`config.mk`:
```
export PLATFORM = sky130hd
export DESIGN_NAME = cke_lpm_ctrl
export DESIGN_NICKNAME = d
export VERILOG_FILES = /design/src/rtl/lpm_pkg.sv /design/src/rtl/lpm_cke_track.sv /design/src/rtl/lpm_span_cnt.sv /design/src/rtl/cke_lpm_ctrl.sv
export SDC_FILE = /design/constraint.sdc
export NUM_CORES = 1
export LEC_CHECK = 0
export ABC_AREA = 1
export BUFFER_PORTS_ARGS = -buffer_cell sky130_fd_sc_hd__buf_2
export CAP_MARGIN = 20
export CORE_MARGIN = 3
export CORE_UTILIZATION = 42
export DETAILED_ROUTE_END_ITERATION = 16
export PLACE_DENSITY = 0.61
export SYNTH_ARGS = -nofsm -noshare
export SYNTH_HDL_FRONTEND = slang
export SYNTH_SLANG_ARGS = --single-unit
```
`constraint.sdc`:
```
create_clock -name clk -period 1.25 [get_ports clk]
set_input_delay 0.0625 -clock clk [delete_from_list [all_inputs] [get_ports clk]]
set_output_delay 0.0625 -clock clk [all_outputs]
set_load 0.005 [all_outputs]
```
`src/rtl/lpm_pkg.sv`:
```
package lpm_pkg;

    typedef enum logic [2:0] {
        CMD_DESEL   = 3'd0,
        CMD_NOP     = 3'd1,
        CMD_REFRESH = 3'd2,
        CMD_ACT     = 3'd3,
        CMD_READ    = 3'd4,
        CMD_WRITE   = 3'd5,
        CMD_PRE     = 3'd6,
        CMD_MODESET = 3'd7
    } cmd_e;

    typedef enum logic [2:0] {
        MODE_PWRUP  = 3'd0,
        MODE_NORMAL = 3'd1,
        MODE_PDOWN  = 3'd2,
        MODE_SREF   = 3'd3,
        MODE_EXIT   = 3'd4
    } mode_e;

    typedef struct packed {
        logic level;
        logic rise;
        logic fall;
    } cke_ev_t;

    function automatic logic is_quiet(cmd_e c);
        return (c == CMD_DESEL) || (c == CMD_NOP);
    endfunction

    function automatic int max3(int a, int b, int c);
        int m;
        m = (a > b) ? a : b;
        return (m > c) ? m : c;
    endfunction

endpackage

```
`src/rtl/lpm_cke_track.sv`:
```
module lpm_cke_track
    import lpm_pkg::*;
(
    input  logic    clk,
    input  logic    rst,
    input  logic    cke_i,
    output cke_ev_t ev_o,
    output logic    prev_o
);
    logic prev_q;

    always_ff @(posedge clk) begin
        if (rst) prev_q <= 1'b0;
        else     prev_q <= cke_i;
    end

    always_comb begin
        ev_o.level = cke_i;
        ev_o.rise  = cke_i & ~prev_q;
        ev_o.fall  = ~cke_i & prev_q;
    end

    assign prev_o = prev_q;
endmodule

```
`src/rtl/lpm_span_cnt.sv`:
```
module lpm_span_cnt #(
    parameter int W = 8
) (
    input  logic         clk,
    input  logic         rst,
    input  logic         clear,
    input  logic         step,
    input  logic [W-1:0] limit,
    output logic         at_limit
);
    logic [W-1:0] cnt_q;

    assign at_limit = (cnt_q == limit);

    always_ff @(posedge clk) begin
        if (rst || clear)          cnt_q <= '0;
        else if (step && !at_limit) cnt_q <= cnt_q + 1'b1;
    end
endmodule

```
`src/rtl/cke_lpm_ctrl.sv`:
```
module cke_lpm_ctrl
    import lpm_pkg::*;
#(
    parameter int PWRUP_HOLD = 200,
    parameter int PD_EXIT    = 2,
    parameter int SR_EXIT    = 200
) (
    input  logic       clk,
    input  logic       rst,
    input  logic       cke_i,
    input  logic [2:0] cmd_i,
    input  logic       all_idle_i,
    output logic [2:0] mode_o,
    output logic       cmd_accept_o,
    output logic       dq_hiz_o,
    output logic       illegal_o
);
    // Exit waits must be at least 2 and the hold at least 1.
    localparam int SPAN_MAX = max3(PWRUP_HOLD, PD_EXIT, SR_EXIT);
    localparam int CW       = $clog2(SPAN_MAX + 1);
    localparam logic [CW-1:0] PU_LIM = CW'(PWRUP_HOLD - 1);
    localparam logic [CW-1:0] PD_LIM = CW'(PD_EXIT - 2);
    localparam logic [CW-1:0] SR_LIM = CW'(SR_EXIT - 2);

    mode_e   mode_q, mode_d;
    logic    ill_q, ill_d;
    logic    exit_sr_q, exit_sr_d;
    cke_ev_t ev;
    logic    cke_prev;
    cmd_e    cmd;
    logic    quiet;

    assign cmd   = cmd_e'(cmd_i);
    assign quiet = is_quiet(cmd);

    lpm_cke_track u_track (
        .clk    (clk),
        .rst    (rst),
        .cke_i  (cke_i),
        .ev_o   (ev),
        .prev_o (cke_prev)
    );

    // Power-up hold: consecutive cycles of clock-enable high with deselect.
    logic pu_step, pu_done;
    assign pu_step = (mode_q == MODE_PWRUP) && ev.level && (cmd == CMD_DESEL);

    lpm_span_cnt #(.W(CW)) u_pu_cnt (
        .clk      (clk),
        .rst      (rst),
        .clear    (!pu_step),
        .step     (pu_step),
        .limit    (PU_LIM),
        .at_limit (pu_done)
    );

    // Exit wait, sized by the mode that was left.
    logic ex_step, ex_done;
    logic [CW-1:0] ex_lim;
    assign ex_step = (mode_q == MODE_EXIT);
    assign ex_lim  = exit_sr_q ? SR_LIM : PD_LIM;

    lpm_span_cnt #(.W(CW)) u_ex_cnt (
        .clk      (clk),
        .rst      (rst),
        .clear    (!ex_step),
        .step     (ex_step),
        .limit    (ex_lim),
        .at_limit (ex_done)
    );

    always_comb begin
        mode_d    = mode_q;
        ill_d     = 1'b0;
        exit_sr_d = exit_sr_q;
        unique case (mode_q)
            MODE_PWRUP: begin
                if (pu_step && pu_done) mode_d = MODE_NORMAL;
            end
            MODE_NORMAL: begin
                if (ev.fall) begin
                    if (cmd == CMD_REFRESH && all_idle_i) mode_d = MODE_SREF;
                    else if (quiet)                      mode_d = MODE_PDOWN;
                    else                                 ill_d  = 1'b1;
                end
            end
            MODE_PDOWN, MODE_SREF: begin
                if (ev.rise) begin
                    mode_d    = MODE_EXIT;
                    exit_sr_d = (mode_q == MODE_SREF);
                    ill_d     = !quiet;
                end
            end
            MODE_EXIT: begin
                ill_d = !quiet;
                if (ex_done) mode_d = MODE_NORMAL;
            end
            default: mode_d = MODE_PWRUP;
        endcase
    end

    always_ff @(posedge clk) begin
        if (rst) begin
            mode_q    <= MODE_PWRUP;
            ill_q     <= 1'b0;
            exit_sr_q <= 1'b0;
        end else begin
            mode_q    <= mode_d;
            ill_q     <= ill_d;
            exit_sr_q <= exit_sr_d;
        end
    end

    assign mode_o       = mode_q;
    assign illegal_o    = ill_q;
    assign cmd_accept_o = (mode_q == MODE_NORMAL);
    assign dq_hiz_o     = !cke_prev || (mode_q == MODE_PWRUP);
endmodule

```
# ---- After elaboration in Yosys (flattened, before gate mapping)
# Cells that the tools add are included.
dict set report word_totals {
  register_bits 22
  ramBits 0
  mem_bits_ro 0
  in_bits 7
  word_cells 59
  memories 0
  out_inout_bits 6
  latchBits 0
}
dict set report op_classes {
  div 0
  reduce_logical 21
  magnitude_cmp 0
  mul 0
  shifts 0
  bitwise_logic 4
  eq_ne 13
  addsub 2
  n_mux 13
}
# cell count
set ops {}
lappend ops {{$mux W3} 6}
lappend ops {{$add A8 B1 Y8 const B} 2}
lappend ops {{$pmux W3 S4} 1}
lappend ops {{$eq A3 B2 Y1 const B} 3}
lappend ops {{$eq A8 B8 Y1} 1}
lappend ops {{$eq A8 B8 Y1 const B} 1}
lappend ops {{$mux W8} 1}
lappend ops {{$eq A3 B1 Y1 const B} 2}
lappend ops {{$logic_and A1 B1 Y1} 6}
lappend ops {{$logic_not A1 Y1} 6}
lappend ops {{$logic_not A3 Y1} 2}
lappend ops {{$reduce_and A5 Y1} 1}
lappend ops {{$logic_or A1 B1 Y1} 4}
lappend ops {{$mux W1} 4}
lappend ops {{$ne A2 B1 Y1 const B} 2}
lappend ops {{$ne A2 B2 Y1 const B} 2}
lappend ops {{$eq A3 B3 Y1 const B} 1}
lappend ops {{$ne A3 B1 Y1 const B} 1}
lappend ops {{$pmux W1 S3} 1}
lappend ops {{$and A1 B1 Y1} 2}
lappend ops {{$not A1 Y1} 2}
lappend ops {{$reduce_and A2 Y1} 1}
lappend ops {{$reduce_or A2 Y1} 1}

# ---- Longest topological paths before layout
# Gate-level depths: netlist of run 1.
dict set report depth {
  word_depth 6
  mapped_depth 10
}

# ---- Hierarchy
# Synthesis of run 1 repeated with hierarchy kept, for this count alone.
dict set report hier_totals {
  hier_cells 256
  hier_area_um2 1559.0
}
# module cells_each instances area_per_inst_um2
set by_module_without_submodules {}
lappend by_module_without_submodules {lpm_span_cnt 92 2 566.8}
lappend by_module_without_submodules {cke_lpm_ctrl 65 1 379.1}
lappend by_module_without_submodules {lpm_cke_track 7 1 46.3}

# ---- Least setup slack after synthesis of run 1
# Ideal clock, no wire load.
dict set report synth_path {
  path_kind {register -> register}
  start {reg u_pu_cnt.cnt_q[0]}
  end {reg u_pu_cnt.cnt_q[4]}
  synth_period_minus_slack_ps 1284
  path_slack_ps -34
  setup_ps 113
  required_time_ps 1137
  arrival_ps 1170
  path_stages_with_launch 11
  cell_sequence {dfxtp_1 > ha_1 > nand2_1 > nor2_1 > nand2_1 > inv_2 > nor2_8 > nand2_2 > o21bai_2 > inv_1 > nor2_1}
}
dict set report synth_via {
  elab_chain_len 3
  elab_cells_between_ends 4
  classes_between {add/sub (1); eq/ne (1); reduce/logical (2)}
}
# item line_no
set synth_lines {}
lappend synth_lines {{from (decl)} lpm_span_cnt.sv:11} ;# logic [W-1:0] cnt_q;
lappend synth_lines {{from (signal assigned)} lpm_span_cnt.sv:17} ;# else if (step && !at_limit) cnt_q <= cnt_q + 1'b1;
lappend synth_lines {{branches (longest 3 deep; another with $add A8 B1 Y8)} -}
# Several ways; the timed one is not identified.
# A chain may end at the register's enable or synchronous reset.

# ---- Final worst setup path of run 1
dict set report layout_path {
  start {reg u_ex_cnt.cnt_q[0]}
  end {reg u_ex_cnt.cnt_q[6]}
}
dict set report layout_via {
  elab_chain_len 3
  elab_cells_between_ends 4
  classes_between {add/sub (1); eq/ne (1); reduce/logical (2)}
}
# item line_no
set layout_lines {}
lappend layout_lines {{from (decl)} lpm_span_cnt.sv:11}
lappend layout_lines {{from (signal assigned)} lpm_span_cnt.sv:17}
lappend layout_lines {{branches (longest 3 deep; another with $add A8 B1 Y8)} -}
# Several ways; the timed one is not identified.

==> results.toml, run 1 <==
[global_routing]
grt_util_all_layers_pct = 18.03
overflow = 0
antenna_found_initial = 0
grt_pass1_wl_mm = 5.078
grt_pass1_vias = 1263
grt_max_degree = 13

[final_layout]
multi_input_area_um2 = 853.3
stdcell_count = 269
drive_above_1_share_pct = 40.34
final_util_pct = 64.26
ff_latch_area_um2 = 452.9
final.fill_count = 255
final_nets = 248
syn2layout_area_growth_pct = 42.87
final_area_um2 = 1818
antenna_cells = 0

[detailed_routing]
wl_mm = 3.028
ant_nets = 0
vias_per_cell = 4.840
drtIter0Drc = 32
drt-pass1-iter-count = 4
drc = 0
via_count = 1302
routedWlPerCell_um = 11.26

[synth]
post-synth-top-area-cell = "dfxtp_1"
synth_area_leaders = "dfxtp_1 (35%), nand2_1 (15%), inv_1 (8.3%)"
yosysUniqueCellTypes = 26
synth_top_area_share_pct = 34.61
synth_simple_gate_area_share_pct = 38.05
syn_nets = 201
ys.flop_type = "dfxtp_1"
synthAdderAreaFrac_pct = 1.967
yosysWarnings = 0
synth_top_family_by_area = "simple AND/OR/NAND/NOR gates"
postSynthAreaPerCell_um2 = 6.627
synthMostInstantiatedCell = "nand2_1"
netlist_top_cells_count = "nand2_1 (52), inv_1 (28), dfxtp_1 (22), nor2_1 (19), a21oi_1 (17)"
syn_inst = 192
ys_ff_latch = 22
synthXorXnorAreaFrac_pct = 4.818
synth_mux_area_share_pct = 0
syn-cell-area_um2 = 1272
synth-compound-area-share_pct = 9.931
synth-edff-count = 0
synthArstFlopShare_pct = 0
yosysSeqAreaShare_pct = 34.61

[timing]
final_max_slew_viol_count = 0
tns_ns = -0.4709
min_period_ns = 1.313
period_share_pct = 105.0
finalWorstSetupSlack_ns = -0.06277
hold_violations = 0
max_freq_mhz = 761.8
tightestPinTransition_ns = 0.2737
final.setup_skew_ns = 0.007193
finalSetupViolCount = 15
rsz0062_at_grt = "true"
relSlewSlack_pct = 81.74

[worst_setup_path]
crit_family = "simple AND/OR/NAND/NOR gates"
startpoint = "u_ex_cnt.cnt_q[0]"
crit_chain = "or2_1, nor2_2, nand3_2, nand2_4, buf_6, nand2_1, a21oi_2"
cp-end-kind = "flop"
max_stage_delay_ns = 0.36
slowest_stage = "dfxtp_2"
critPathKind = "reg2reg"
worst-path-buf-inv = 1
reg2regPathDepth = 7
cp.required_ns = 1.50
worst-endpoint-arrival_ns = 1.56
cp_num_cells = 7
crit_path_start_kind = "flop"
r2r-start = "u_ex_cnt.cnt_q[0]"
crit_fanout = 6

[die]
die_x_um = 61.04
coreArea_um2 = 2829
rows = 19
initial_utilization_pct = 44.98
die_h_um = 61.04
io_pins = 13
design.die.area_um2 = 3726

[cts]
clock-sinks = 22
path_clk_slew_ns = 0.13
root_buffer = "clkbuf_4"
ctsLongestPathBuffers = 2
cts_tree = "built"
cts_buffers = 3
cts.htree.levels = 1
clk_latency_ns = 0.31

[place]
numPlacedInstances = 261
placed_cell_area_um2 = 1567
gp_congestion = 0.8522
portBuffers = 12
hpwl_mm = 2.217

[run_status]
status = "finished with violations"
violations = "setup timing"

[power]
p_per_area_nw_per_um2 = 932.1
p_leak_uw = 0.0008260
peakVddDrop_mv = 0.8290

[worst_hold_path]
min-delay-start = "cke_i"
hold_depth = 3
hold_class = "in2reg"

[flow_run]
maxCapViolations = 0
flip-flops by register name, indices dropped and copies added (netlist names):
register	flops
u_ex_cnt.cnt_q	8
u_track.prev_o	1
illegal_o	1
exit_sr_q	1
u_pu_cnt.cnt_q	8
mode_o	3
cells in the final DEF, fill, tap and decap left out, drive strengths merged:
cell	instances
clkbuf	4
a21oi	17
buf	41
nand3	12
nand4	5
xnor2	4
o21bai	1
or2	2
xor2	3
nand2	55
dlygate4sd3	1
inv	33
nor2	25
dfxtp	22
ha	2
nand3b	2
nor3	3
o21ai	6
power breakdown:
group	total [µW]	switching, µW	internal [µW]
Combinational	523	291	232
Sequential	770	32.8	737
Clock	402	225	178
per-layer routing:
layer	global-route usage, %	up-vias	share of wire, %
li1	-	697	-
met1	22.41	578	48
met2	29.46	19	48
met3	2.725	8	2.6
met4	10.53	0	2.0
met5	0	-	0
worst reg2reg max path, delay by kind of cell, from the launching register on:
| family | cells | cell delay, ns |
|---|---|---|
| flops | 1 | 0.36 |
| buf+inv | 1 | 0.14 |
| compound gates | 1 | 0.11 |
| simple gates | 5 | 0.64 |
kinds of logic after synthesis:
logic type                 Yosys count
buffers and inverters               34
and+or+nand+nor                    103
DFF                                 22
xor gates and xnor gates             7
AOI/OAI and AO/OA                   24
adders and majority gates            2
cell type report:
cell class                      instances  area share, %
Multi-Input combinational cell        137          46.94
Sequential cell                        22          24.91
Timing Repair Buffer                   42          17.07
Inverter                               33          6.951
Tap cell                               31          2.134
Clock buffer                            4          1.996
metrics by stage:
step | worst slack [ns] | hold slack [ns] | total power (µW)
after floorplan | 0.005351 | 0.1316 | 1073
after global placement | -0.04566 | 0.2891 | 1225
after detailed placement | -0.05793 | 0.2893 | 1231
after CTS | -0.06611 | 0.001864 | 1693
after global routing | -0.1482 | 0.03048 | 1800
final | -0.06277 | 0.01484 | 1695
path summary, 6_finish.rpt:
path	to	slack, ns
max	u_ex_cnt.cnt_q[6]	-0.06
min	u_track.prev_o	0.01
max reg2reg	u_ex_cnt.cnt_q[6]	-0.06
min reg2reg	exit_sr_q	0.47
what timing repair did:
| action | CTS | global route |
|---|---|---|
| resized for setup | 30 | 21 |
| hold buffers | 1 | 0 |
| setup buffers | 1 | 1 |
| cloned | 1 | 0 |
| pin swaps | 15 | 13 |
| endpoints found under the hold margin | 3 | 0 |
| endpoints found under the setup margin | 17 | 21 |
(Power assumes the default switching activity.)
==> inputs of run 2 (changes only) <==
Settings changed: CORE_UTILIZATION 42 to 51, PLACE_DENSITY 0.61 to 0.72.
==> run 2 against run 1 <==
Net effect:
- sequential power hardly changed
- the flow still finishes with violations (setup timing)
- critical path depth stayed put
- power is 3.3% higher
- wire length is 9.1% higher
==> results.toml, run 2 (synthesis results as in run 1) <==
[worst_setup_path]
critPathKind = "reg2out"
crit_chain = "nor2_4, inv_2, nor2_4, buf_6, inv_2, nand2_1, buf_2"
rrSetupSlack_ns = -0.06
reg2regPathDepth = 7
crit_family = "flip-flops"
cp_num_cells = 7
crit_path_start_kind = "flop"
worst-path-buf-inv = 4
cp-endpoint = "dq_hiz_o"
cp-end-kind = "output pin"
max_stage_delay_ns = 0.36
crit_fanout = 4
r2r_end = "u_ex_cnt.cnt_q[6]"
r2r-start = "u_ex_cnt.cnt_q[0]"
cp.required_ns = 1.19
worst-endpoint-arrival_ns = 1.27
startpoint = "mode_o[0]"
slowest_stage = "dfxtp_2"

[detailed_routing]
drtIter0Drc = 33
top_layer_used = "met4"
ant_nets = 0
met3_length_um = 91
vias_per_cell = 5.213
drt-pass1-iter-count = 4
wl_met2_mm = 1.609
drc = 0
wl_mm = 3.303
via_count = 1371
met1_length_mm = 1.512
routedWlPerCell_um = 12.56

[final_layout]
final_nets = 245
syn2layout_area_growth_pct = 45.53
final_common_cell = "nand2_1"
drive_above_1_share_pct = 48.09
final_util_pct = 80.61
antenna_cells = 0
final_cell_mix = "nand2_1 (43), inv_1 (24), buf_4 (21)"

[cts]
clk_latency_ns = 0.31
clock-sinks = 22
ctsLongestPathBuffers = 2
cts_buffers = 3
root_buffer = "clkbuf_4"
cts_tree = "built"
path_clk_slew_ns = 0.13
cts.htree.levels = 1

[global_routing]
grt_pass1_wl_mm = 5.485
grt_pass1_vias = 1305
overflow = 0
grt_util_all_layers_pct = 21.43
antenna_found_initial = 0
grt_max_degree = 13

[place]
pre_cts_ws_ns = -0.1274
gp_congestion = 0.8111
hpwl_mm = 2.229
portBuffers = 12

[timing]
final_max_slew_viol_count = 0
finalWorstSetupSlack_ns = -0.07782
min_period_ns = 1.328
period_share_pct = 106.2
hold-worst-slack_ns = 0.03818
max_freq_mhz = 753.1
tightestPinTransition_ns = 0.2532
final.setup_skew_ns = 0.006733
rsz0062_at_grt = "true"
hold_violations = 0
relSlewSlack_pct = 83.06
finalSetupViolCount = 17

[power]
total_power_uw = 1751
p_per_area_nw_per_um2 = 945.4
switching_share_pct = 33.86
peakVddDrop_mv = 1.028
pwr-share-clk_pct = 23.1
p_leak_uw = 0.0008030
p_int_uw = 1158
switchingPower_uw = 592.8
p_comb_share_pct = 32.9
pwr-share-seq_pct = 44.0

[die]
die_x_um = 55.95
io_pins = 13
initial_utilization_pct = 55.39
rows = 17
coreArea_um2 = 2297
design.die.area_um2 = 3130
die_h_um = 55.95

[worst_hold_path]
hold_class = "in2reg"

[run_status]
violations = "setup timing"
status = "finished with violations"

[flow_run]
maxCapViolations = 0
-- run 2: cell count changes in the layout (fill, tap and decap cells not counted), moves of 3 or more --
cell,before,now
a21oi_1,11,8
a21oi_2,6,9
dfxtp_1,14,10
dfxtp_2,7,10
nand2_1,46,43
nand2_4,4,7
nand3_1,8,5
nand3_2,3,7
nor2_1,15,11
-- run 2: timing repair --
action / in CTS / in global routing
setup buffers: 3 / 1
pin swaps: 24 / 9
hold buffers: 1 / 0
setup endpoints to repair: 19 / 22
resized for setup: 40 / 34
gates cloned: 1 / 0
endpoints found under the hold margin: 3 / 0
-- run 2: area by class of cell --
class / count / area, µm²
multi-input cells: 137 / 903.4
well taps: 28 / 35.03
clock buffers: 4 / 36.28
inverters: 33 / 128.9
flip-flops and latches: 22 / 460.4
fillers: 146 / 445.4
repair buffers: 39 / 287.8
-- run 2: how the worst min path moves through the flow --
stage | start | endpoint | slack (ns) | depth (start not counted)
floorplan | rst | illegal_o | 0.13 | 1
global placement | rst | u_track.prev_o | 0.30 | 2
detailed placement | rst | mode_o[2] | 0.30 | 2
CTS | cke_i | u_track.prev_o | 0.03 | 3
global route | cke_i | u_track.prev_o | 0.05 | 3
finish | cke_i | u_track.prev_o | 0.04 | 3
-- run 2: worst reg2reg max path: cells and delay by family, from the launching register on --
kind	cells	cell delay, ns
simple gates	5	0.64
compound gates	1	0.11
buf+inv	1	0.15
flops	1	0.36
-- run 2: metrics by stage --
stage | setup TNS [ns] | area, µm² | std cells
finish | -0.6511 | 1852 | 263
detailed placement | -0.5567 | 1525 | 253
floorplan | 0 | 1276 | 192
CTS | -0.3085 | 1729 | 262
global placement | -0.07712 | 1525 | 253
global route | -2.151 | 1852 | 263
-- run 2: routing by layer --
| metal | global-route usage, % | vias up |
|---|---|---|
| met5 | 0 | - |
| met4 | 7.797 | 0 |
| met3 | 2.088 | 8 |
| met2 | 37.50 | 31 |
| met1 | 27.22 | 646 |
| li1 | - | 686 |
-- run 2: power groups by stage --
stage / Sequential [µW] / Combinational (µW) / Clock [µW]
global route: 776 / 632 / 438
finish: 770 / 577 / 404
floorplan: 781 / 292 / 0
CTS: 770 / 506 / 408
detailed placement: 775 / 446 / 0
global placement: 773 / 436 / 0
==> inputs of run 3 (changes only) <==
--- a/config.mk
+++ b/config.mk
@@ -13,3 +13,3 @@
 export DETAILED_ROUTE_END_ITERATION = 16
-export PLACE_DENSITY = 0.72
+export PLACE_DENSITY = 0.73
 export SYNTH_ARGS = -nofsm -noshare
--- a/constraint.sdc
+++ b/constraint.sdc
@@ -3,2 +3,2 @@
 set_output_delay 0.0625 -clock clk [all_outputs]
-set_load 0.005 [all_outputs]
+set_load 0.02 [all_outputs]
==> run 3 against run 2 <==
Net effect:
- the flow still finishes with violations (setup timing)
- global-route usage rose by 0.45 points
- first-iteration DRC count rose to 2.9 times the previous value
- clock power rose by 38%
- count of clock-buffer cells in the layout fell by 1
- final cell count rose by 1.5%
- largest cell class unchanged
- largest power group unchanged
==> results.toml, run 3 (synthesis results as in run 1) <==
[global_routing]
grt_pass1_wl_mm = 5.478
overflow = 0
grt.met3_usage_pct = 4.408
antenna_found_initial = 0
grt_pass1_vias = 1293
met1_usage_pct = 25.07
grt_max_degree = 14
grt_util_all_layers_pct = 21.88
grt_use_met2_pct = 38.18
grt.busiest_layer = "met2"

[cts]
root_buffer = "clkbuf_4"
cts.htree.levels = 1
clock-sinks = 22
path_clk_slew_ns = 0.13
cts_buffers = 3
ctsLongestPathBuffers = 2
cts_tree = "built"
clk_latency_ns = 0.32

[power]
p_leak_uw = 0.0008458
pwr-share-clk_pct = 27.7
p_per_area_nw_per_um2 = 1059
p_int_uw = 1366
total_power_uw = 2010
peakVddDrop_mv = 1.118
p_comb_share_pct = 33.6
switching_share_pct = 32.05
pwr-share-seq_pct = 38.7
switchingPower_uw = 644.3

[worst_hold_path]
holdPathEnd = "u_track.prev_o"
hold_depth = 3
min-delay-start = "cke_i"
hold_class = "in2reg"

[detailed_routing]
routedWlPerCell_um = 12.84
ant_nets = 0
vias_per_cell = 5.251
wl_mm = 3.429
drtIter0Drc = 96
drc = 0
drt-pass1-iter-count = 4
via_count = 1402

[timing]
finalSetupViolCount = 18
rsz0062_at_grt = "true"
relSlewSlack_pct = 77.99
tightestPinTransition_ns = 0.3290
finalWorstSetupSlack_ns = -0.1381
hold-worst-slack_ns = 0.02591
hold_violations = 0
final_max_slew_viol_count = 0
period_share_pct = 111.0
final.setup_skew_ns = 0.005896
max_freq_mhz = 720.4
min_period_ns = 1.388

[worst_setup_path]
r2r-start = "u_ex_cnt.cnt_q[0]"
cp.required_ns = 1.51
worst-endpoint-arrival_ns = 1.65
critPathKind = "reg2reg"
slowest_stage = "dfxtp_4"
worst-path-buf-inv = 1
reg2regPathDepth = 7
crit_path_start_kind = "flop"
crit_fanout = 7
max_stage_delay_ns = 0.39
cp-end-kind = "flop"
rrSetupSlack_ns = -0.14
crit_chain = "or2_1, nor2_2, nand3_2, nand2_4, buf_6, nand2_1, a21oi_2"
crit_family = "simple AND/OR/NAND/NOR gates"
r2r_end = "u_ex_cnt.cnt_q[3]"

[run_status]
violations = "setup timing"
status = "finished with violations"

[final_layout]
antenna_cells = 0
stdcell_count = 267
drive_above_1_share_pct = 48.54
final_cell_mix = "nand2_1 (42), buf_4 (27), inv_1 (22)"
final_nets = 249
final_common_cell = "nand2_1"
final_area_um2 = 1898
final_util_pct = 82.63
syn2layout_area_growth_pct = 49.16

[place]
portBuffers = 12
numPlacedInstances = 256
placed_cell_area_um2 = 1564
gp_congestion = 0.8906
hpwl_mm = 2.240

[die]
die_h_um = 55.95
io_pins = 13
die_x_um = 55.95
coreArea_um2 = 2297
initial_utilization_pct = 55.39
design.die.area_um2 = 3130
rows = 17

[flow_run]
maxCapViolations = 0
## run 3: changes by cell type in the layout (fill, tap and decap cells not counted), moves of 2 or more
cell	delta
buf_2	-2
inv_1	-2
nand2_4	-3
buf_4	+6
nand3_1	+3
nand2_2	+4
nor2_1	+2
nand3_2	-3
## run 3: power groups by stage
stage	registers (µW)	clock network [µW]	logic, µW
detailed placement	784	0	524
floorplan	818	0	316
finish	778	556	676
CTS	775	576	561
global placement	782	0	515
global route	783	601	731
## run 3: worst max path at each step
stage                         to  slack (ns)  cells past startpoint               from
2_1_floorplan  u_pu_cnt.cnt_q[4]        0.01                      9          mode_o[1]
4_1_cts                 dq_hiz_o       -0.12                      7          mode_o[1]
6_report       u_ex_cnt.cnt_q[3]       -0.14                      7  u_ex_cnt.cnt_q[0]
3_3_place_gp   u_ex_cnt.cnt_q[5]        -0.1                      7  u_ex_cnt.cnt_q[0]
3_5_place_dp   u_ex_cnt.cnt_q[5]       -0.11                      7  u_ex_cnt.cnt_q[0]
5_1_grt                mode_o[1]       -0.19                      8  u_ex_cnt.cnt_q[0]
## run 3: tightest hold or removal path, stage by stage
cell and delay, ns:
buf_2 0.10, inv_1 0.07, nor2_1 0.08
## run 3: final cells by class
| class | instances | area (µm²) |
|---|---|---|
| inverter | 33 | 133.9 |
| clock buffer | 3 | 22.52 |
| fill | 128 | 399.1 |
| tap | 28 | 35.03 |
| sequential | 22 | 462.9 |
| clock inverter | 1 | 30.03 |
| timing repair buffer | 43 | 319.1 |
| multi-input combinational | 137 | 894.6 |
## run 3: timing repair
action	4_1_cts	5_1_grt
hold buffers	1	0
gates cloned	1	0
resized for setup	25	47
buffers inserted	2	3
endpoints found under the setup margin	18	23
pin swaps	19	20
endpoints found under the hold margin	3	0
## run 3: metrics by stage
stage                     TNS, ns  worst slack, ns
final                      -1.298          -0.1381
after global placement    -0.6346         -0.09793
after global routing       -2.740          -0.1940
after floorplan                 0         0.009735
after detailed placement  -0.9704          -0.1149
after CTS                 -0.9221          -0.1158
## run 3: routing by layer
metal | up-vias | wire (µm)
li1 | 694 | -
met1 | 661 | 1420
met2 | 39 | 1776
met3 | 8 | 150
met4 | 0 | 81
met5 | - | 0
